--- src/rtl/dac_dbuf_regs.sv ---
module dac_dbuf_regs #(
  parameter int W        = 8,
  parameter int CH       = 4,
  parameter int SYNC     = 2,
  parameter int HOLD_CYC = 3,
  localparam int AW      = $clog2(CH),
  localparam int CW      = $clog2(HOLD_CYC + 1)
) (
  input  logic          clk,
  input  logic          rst,
  input  logic [W-1:0]  din,
  input  logic [AW-1:0] addr,
  input  logic          wr_n,
  input  logic          ld_n,
  output logic [CH*W-1:0] codes,
  output logic          hold_err
);

  logic [SYNC-1:0] wr_sh, ld_sh;
  logic wr_q, ld_q;
  logic [CH*W-1:0] stage;
  logic [CW-1:0] cnt;

  wire wr_s    = wr_sh[SYNC-1];
  wire ld_s    = ld_sh[SYNC-1];
  wire wr_rise = wr_s & ~wr_q;
  wire ld_rise = ld_s & ~ld_q;
  wire arm     = wr_rise & ~ld_q;

  always_ff @(posedge clk) begin
    if (rst) begin
      wr_sh <= '1;
      ld_sh <= '1;
      wr_q  <= 1'b1;
      ld_q  <= 1'b1;
    end else begin
      wr_sh <= {wr_sh[SYNC-2:0], wr_n};
      ld_sh <= {ld_sh[SYNC-2:0], ld_n};
      wr_q  <= wr_s;
      ld_q  <= ld_s;
    end
  end

  always_ff @(posedge clk) begin
    if (rst) begin
      stage <= '0;
      codes <= '0;
    end else begin
      for (int k = 0; k < CH; k++) begin
        if (!wr_s && addr == AW'(k)) stage[k*W +: W] <= din;
        if (!ld_s) codes[k*W +: W] <= stage[k*W +: W];
      end
    end
  end

  always_ff @(posedge clk) begin
    if (rst) begin
      cnt      <= '0;
      hold_err <= 1'b0;
    end else begin
      if (arm)               cnt <= CW'(HOLD_CYC - 1);
      else if (ld_rise)      cnt <= '0;
      else if (cnt != '0)    cnt <= cnt - 1'b1;
      if (ld_rise && (arm || cnt != '0)) hold_err <= 1'b1;
    end
  end

  AST_RESET_CLEARS: assert property (@(posedge clk)
    rst |=> (codes == '0 && stage == '0 && !hold_err));

  AST_IDLE_STABLE: assert property (@(posedge clk) disable iff (rst)
    (wr_s && ld_s) |=> ($stable(codes) && $stable(stage)));

  AST_WR_HIGH_HOLDS: assert property (@(posedge clk) disable iff (rst)
    wr_s |=> $stable(stage));

  AST_LOAD_COPIES: assert property (@(posedge clk) disable iff (rst)
    !ld_s |=> codes == $past(stage));

  AST_LOAD_HIGH_HOLDS: assert property (@(posedge clk) disable iff (rst)
    ld_s |=> $stable(codes));

  AST_ERR_STICKY: assert property (@(posedge clk) disable iff (rst)
    hold_err |=> hold_err);

  for (genvar g = 0; g < CH; g++) begin : g_chk
    AST_WR_FOLLOWS: assert property (@(posedge clk) disable iff (rst)
      (!wr_s && addr == AW'(g)) |=> stage[g*W +: W] == $past(din));

    AST_OTHERS_KEEP: assert property (@(posedge clk) disable iff (rst)
      (!wr_s && addr != AW'(g)) |=> $stable(stage[g*W +: W]));
  end

endmodule

--- config.mk ---
export PLATFORM = sky130hd
export DESIGN_NAME = dac_dbuf_regs
export DESIGN_NICKNAME = d
export VERILOG_FILES = /design/src/rtl/dac_dbuf_regs.sv
export SDC_FILE = /design/constraint.sdc
export NUM_CORES = 1
export LEC_CHECK = 0
export ABC_AREA = 1
export BUFFER_PORTS_ARGS = -buffer_cell sky130_fd_sc_hd__buf_2
export CAP_MARGIN = 30
export CORE_ASPECT_RATIO = 1.1
export CORE_UTILIZATION = 57
export CTS_BUF_LIST = sky130_fd_sc_hd__clkbuf_4
export CTS_CLUSTER_SIZE = 12
export DETAILED_ROUTE_END_ITERATION = 10
export GPL_TIMING_DRIVEN = 0
export PLACE_DENSITY = 0.9
export SLEW_MARGIN = 20
export SYNTH_ARGS = -nofsm -noshare
export SYNTH_HDL_FRONTEND = slang
export SYNTH_SLANG_ARGS = --single-unit
--- constraint.sdc ---
create_clock -name clk -period 1.28 [get_ports clk]
set_input_delay 0.256 -clock clk [delete_from_list [all_inputs] [get_ports clk]]
set_output_delay 0.256 -clock clk [all_outputs]
set_load 0.01 [all_outputs]
== Word level (Yosys, flattened, before mapping) ==
Cells that the tools add are included.

* Register bits: 73
* Bits in latches: 0
* Bits in writable memories: 0
* ROM bits: 0
* Input port bits: 14
* Output and inout bits: 33
* Logic and storage cells: 35
* Memories: 0

* Add/sub/neg operators: 1
* Multiply operators: 0
* Divide/modulo/power cells: 0
* Magnitude comparators: 0
* Equal/unequal tests: 3
* Shifts and indexed selects: 0
* Mux-type cells: 3
* Bitwise gates (word level): 5
* Reductions and logical operators: 11

{| class="wikitable"
|+ Operator list
! cell !! count
|-
| 2-bit 2-to-1 mux || 3
|-
| 1-bit logical AND || 5
|-
| 2-bit == test, second input constant || 2
|-
| 1-bit bitwise AND || 3
|-
| 3-bit nonzero test || 1
|-
| 3-bit OR reduction || 1
|-
| 2-bit by 1-bit == test with 1-bit output, second input constant || 1
|-
| 2-bit logical NOT || 1
|-
| 1-bit NOT || 2
|-
| 2-bit nonzero test || 1
|-
| 2-bit by 1-bit subtractor with 2-bit output, second input constant || 1
|-
| 1-bit logical NOT || 1
|-
| 1-bit logical OR || 1
|}

== Depth between registers and ports, before layout ==
* Depth after elaboration: 5
* Mapped depth: 7

== Worst setup path before layout ==
No wires, ideal clock.

* Kind: reg-to-reg
* From: register wr_sh[1]
* To: register stage[0]
* Library setup time: 112 ps
* Arrival time: 963 ps
* Path slack: 205 ps
* Cell stages (with the launch flop): 6
* Buffers on the path: 1
* Clock period less this slack: 1,075 ps
* Cell sequence: dfxtp_1 -> nor2_2 -> buf_2 -> nand3_1 -> nand2_1 -> nor2_1

* Cells in the longest elaborated chain, start to end: 2

{| class="wikitable"
|+ Ends and longest elaborated chain
! item !! line !! RTL
|-
| start, declared || 19 || <nowiki>logic [SYNC-1:0] wr_sh, ld_sh;</nowiki>
|-
| start signal, assigned || 37 || <nowiki>wr_sh <= {wr_sh[SYNC-2:0], wr_n};</nowiki>
|-
| 1-bit logical NOT || 50 || <nowiki>if (!wr_s && addr == AW'(k)) stage[k*W +: W] <= din;</nowiki>
|-
| 1-bit logical AND || 50 ||
|-
| end signal, assigned by index || 50 ||
|-
| end, declared || 21 || <nowiki>logic [CH*W-1:0] stage;</nowiki>
|}

No other way between the ends.
A chain may end at the register's enable or synchronous reset.

==> results.py <==
metrics = {
    "die": {
        "dieArea_mm2": 0.00496,
        "die_y_um": 73.8,
        "ios": 47,
        "rows": 25,
        "die_w_um": 67.2,
        "core_mm2": 0.00438,
        "start_util": 0.609,
    },
    "drt": {
        "ant_nets": 0,
        "drt_iter0_drc": 82,
        "drt_wl_total_mm": 5.38,
        "vias": 2367,
        "top_layer_used": "met4",
        "drc_errors": 0,
        "dr_wl_met2_mm": 2.60,
        "dr.pass1.iters": 4,
        "drt-wirelength-per-cell_um": 11.6,
        "wl_met3_um": 289,
        "via_per_inst": 5.12,
        "wl_met1_mm": 2.39,
    },
    "worst_setup_path": {
        "ff2ff_path_depth": 4,
        "critPathMaxFanout": 10,
        "start_kind": "register",
        "path_buf_inv": 2,
        "cp_top_family": "flip-flops",
        "slowest_delay_ns": 0.40,
        "worstPathArrival_ns": 1.44,
        "crit_chain": "inv_1 -> clkbuf_2 -> o21ai_0 -> a21oi_1",
        "cp.depth": 4,
        "required_ns": 1.56,
        "path_class": "reg -> reg",
        "setup.worst_path.end_class": "register",
        "slowest_stage": "dfxtp_2",
    },
    "run_status": {
        "status": "complete, no violations",
    },
    "global_routing": {
        "gr-usage-all-layers": 0.261,
        "grt_first_pass_wirelength_mm": 9.40,
        "grt_max_degree": 12,
        "antenna_found_initial": 0,
        "grt_overflow": 0,
        "grt_pass1_vias": 2228,
    },
    "finish": {
        "diodes": 0,
        "final_core_util": 0.704,
        "drive_gt1_frac": 0.206,
        "final_cell_area_mm2": 0.00308,
        "fillers": 393,
        "area_delta_synth_final_pct": 15.6,
        "nets": 417,
    },
    "clock_network": {
        "cts_setup_buffers": 0,
        "cts_tree": "done",
        "clk_path_buf_depth": 2,
        "clk_pin_slew_ns": 0.10,
        "cts_hold_buf": 0,
        "root_buffer": "clkbuf_4",
        "insertion_delay_ns": 0.40,
        "cts_made_buffers": 9,
        "clock_sinks": 73,
        "htreeDepth": 3,
    },
    "sta": {
        "fin_skew_ns": 0.0150,
        "finalSetupViolCount": 0,
        "fmax_mhz": 862,
        "maxSlewViolCount": 0,
        "slew_headroom": 0.669,
        "period_needed_ns": 1.16,
        "grt_setup_unrepaired": "false",
        "fin_crit_sh": 0.906,
        "worst_pin_slew_ns": 0.493,
        "hold_viol": 0,
    },
    "synthesis": {
        "synthCells": 347,
        "syn-num-nets": 361,
        "avgSynthCellArea_um2": 7.69,
        "yosysSeqAreaShare": 0.548,
        "synth-seq-cells": 73,
        "synth.area.top_cells": "dfxtp_1 (55%), nor2_1 (14%), nand2_1 (6.9%), o21ai_0 (5.8%), a21oi_1 (3.6%)",
        "netlist.area_leader.share": 0.548,
        "ys_warn_count": 0,
        "yosysTopAreaCell": "dfxtp_1",
        "syn_area_mm2": 0.00267,
        "yosysUniqueCellTypes": 21,
    },
    "power_and_ir_drop": {
        "power_density_mw_per_mm2": 1270,
        "p_total_mw": 3.91,
        "ir_drop_mv": 0.985,
        "p_leak_nw": 1.45,
    },
    "hold_path": {
        "holdCritPathClass": "in -> reg",
        "holdPathStages": 2,
    },
    "placed_design": {
        "place_area_mm2": 0.00296,
        "placement.io_buffers": 45,
        "dp_hpwl_mm": 4.00,
        "place_congestion": 0.962,
    },
    "flow_run": {
        "drv_cap": 0,
    },
}
[flip-flops by register name, indices dropped and copies added, names as in the netlist]
register,cells
wr_q,1
hold_err,1
cnt,2
ld_sh,2
wr_sh,2
ld_q,1
codes,32
stage,32
[through the flow]
stage          hold slack (ns)  setup TNS [ns]  worst slack [ns]  std cells
6_report                0.0393               0             0.120        462
5_1_grt                 0.0286               0            0.0282        462
4_1_cts                 0.0118               0            0.0311        462
3_5_place_dp             0.396          -0.259           -0.0523        446
3_3_place_gp             0.391               0           0.00528        446
2_1_floorplan            0.360               0             0.205        347
[layout by cell type, fill, tap and decap left out, drive strengths merged]
cell type | synthesis | layout
inv | 25 | 25
buf | 8 | 53
clkinvlp | 0 | 1
nand3 | 21 | 21
nor2 | 97 | 97
o21ai | 31 | 31
nand4 | 7 | 7
clkbuf | 10 | 22
dfxtp | 73 | 73
or2 | 5 | 5
a21oi | 19 | 19
nand2 | 49 | 49
clkinv | 0 | 3
nor3 | 2 | 2
[worst paths after layout]
check / startpoint / slack [ns] / to
max: ld_sh[1] / 0.12 / codes[21]
min: ld_n / 0.04 / ld_sh[0]
max reg2reg: ld_sh[1] / 0.12 / codes[21]
min reg2reg: ld_sh[0] / 0.42 / ld_sh[1]
[synthesized netlist by cell type]
cell and count:
dfxtp_1 73, or2_2 5, buf_2 5, o21ai_0 31, a21oi_1 19, buf_1 1, nor3_2 1, buf_4 1
inv_2 1, nor3_4 1, clkbuf_1 10, inv_4 1, inv_1 23, nor2_2 1, nand2_1 49, nand4_1 7
buf_6 1, nand3_1 19, nand3_2 1, nand3_4 1, nor2_1 96
[report_power, final]
group,switching (mW),internal [mW]
combinational,0.224,0.127
sequential,0.0370,2.35
clock,0.725,0.451
[timing repair]
item,4_1_cts,5_1_grt
cloned,0,0
setup endpoints to repair,8,33
gates resized for setup,2,9
pin swaps,0,0
[logic make-up after synthesis]
group,Yosys count,share of synthesized area
AND/OR/NAND/NOR,181,0.290
flip-flops,73,0.548
AO/OA/AOI/OAI,50,0.0938
buffers and inverters,43,0.0680
[per-layer routing]
layer	track usage	vias to the layer above
met4	0.0993	0
met1	0.298	1074
met5	0	-
met2	0.441	68
li1	-	1214
met3	0.0901	11
[cell type report]
class                      instances  area [um^2]  area share
clock buffer                      12         90.1      0.0292
timing repair buffer              45          225      0.0731
tap                               54         67.6      0.0219
buffer                            18         90.1      0.0292
multi-input combinational        231         1030       0.334
inverter                          25         96.3      0.0312
sequential                        73         1460       0.475
clock inverter                     4         20.0     0.00649
[worst register-to-register path, delay by kind of cell, from the launching register on]
family	cells	cell delay (ns)
flops	1	0.40
buf+inv	2	0.38
compound gates	2	0.28
Note: power is estimated with default switching activity, not from simulation.
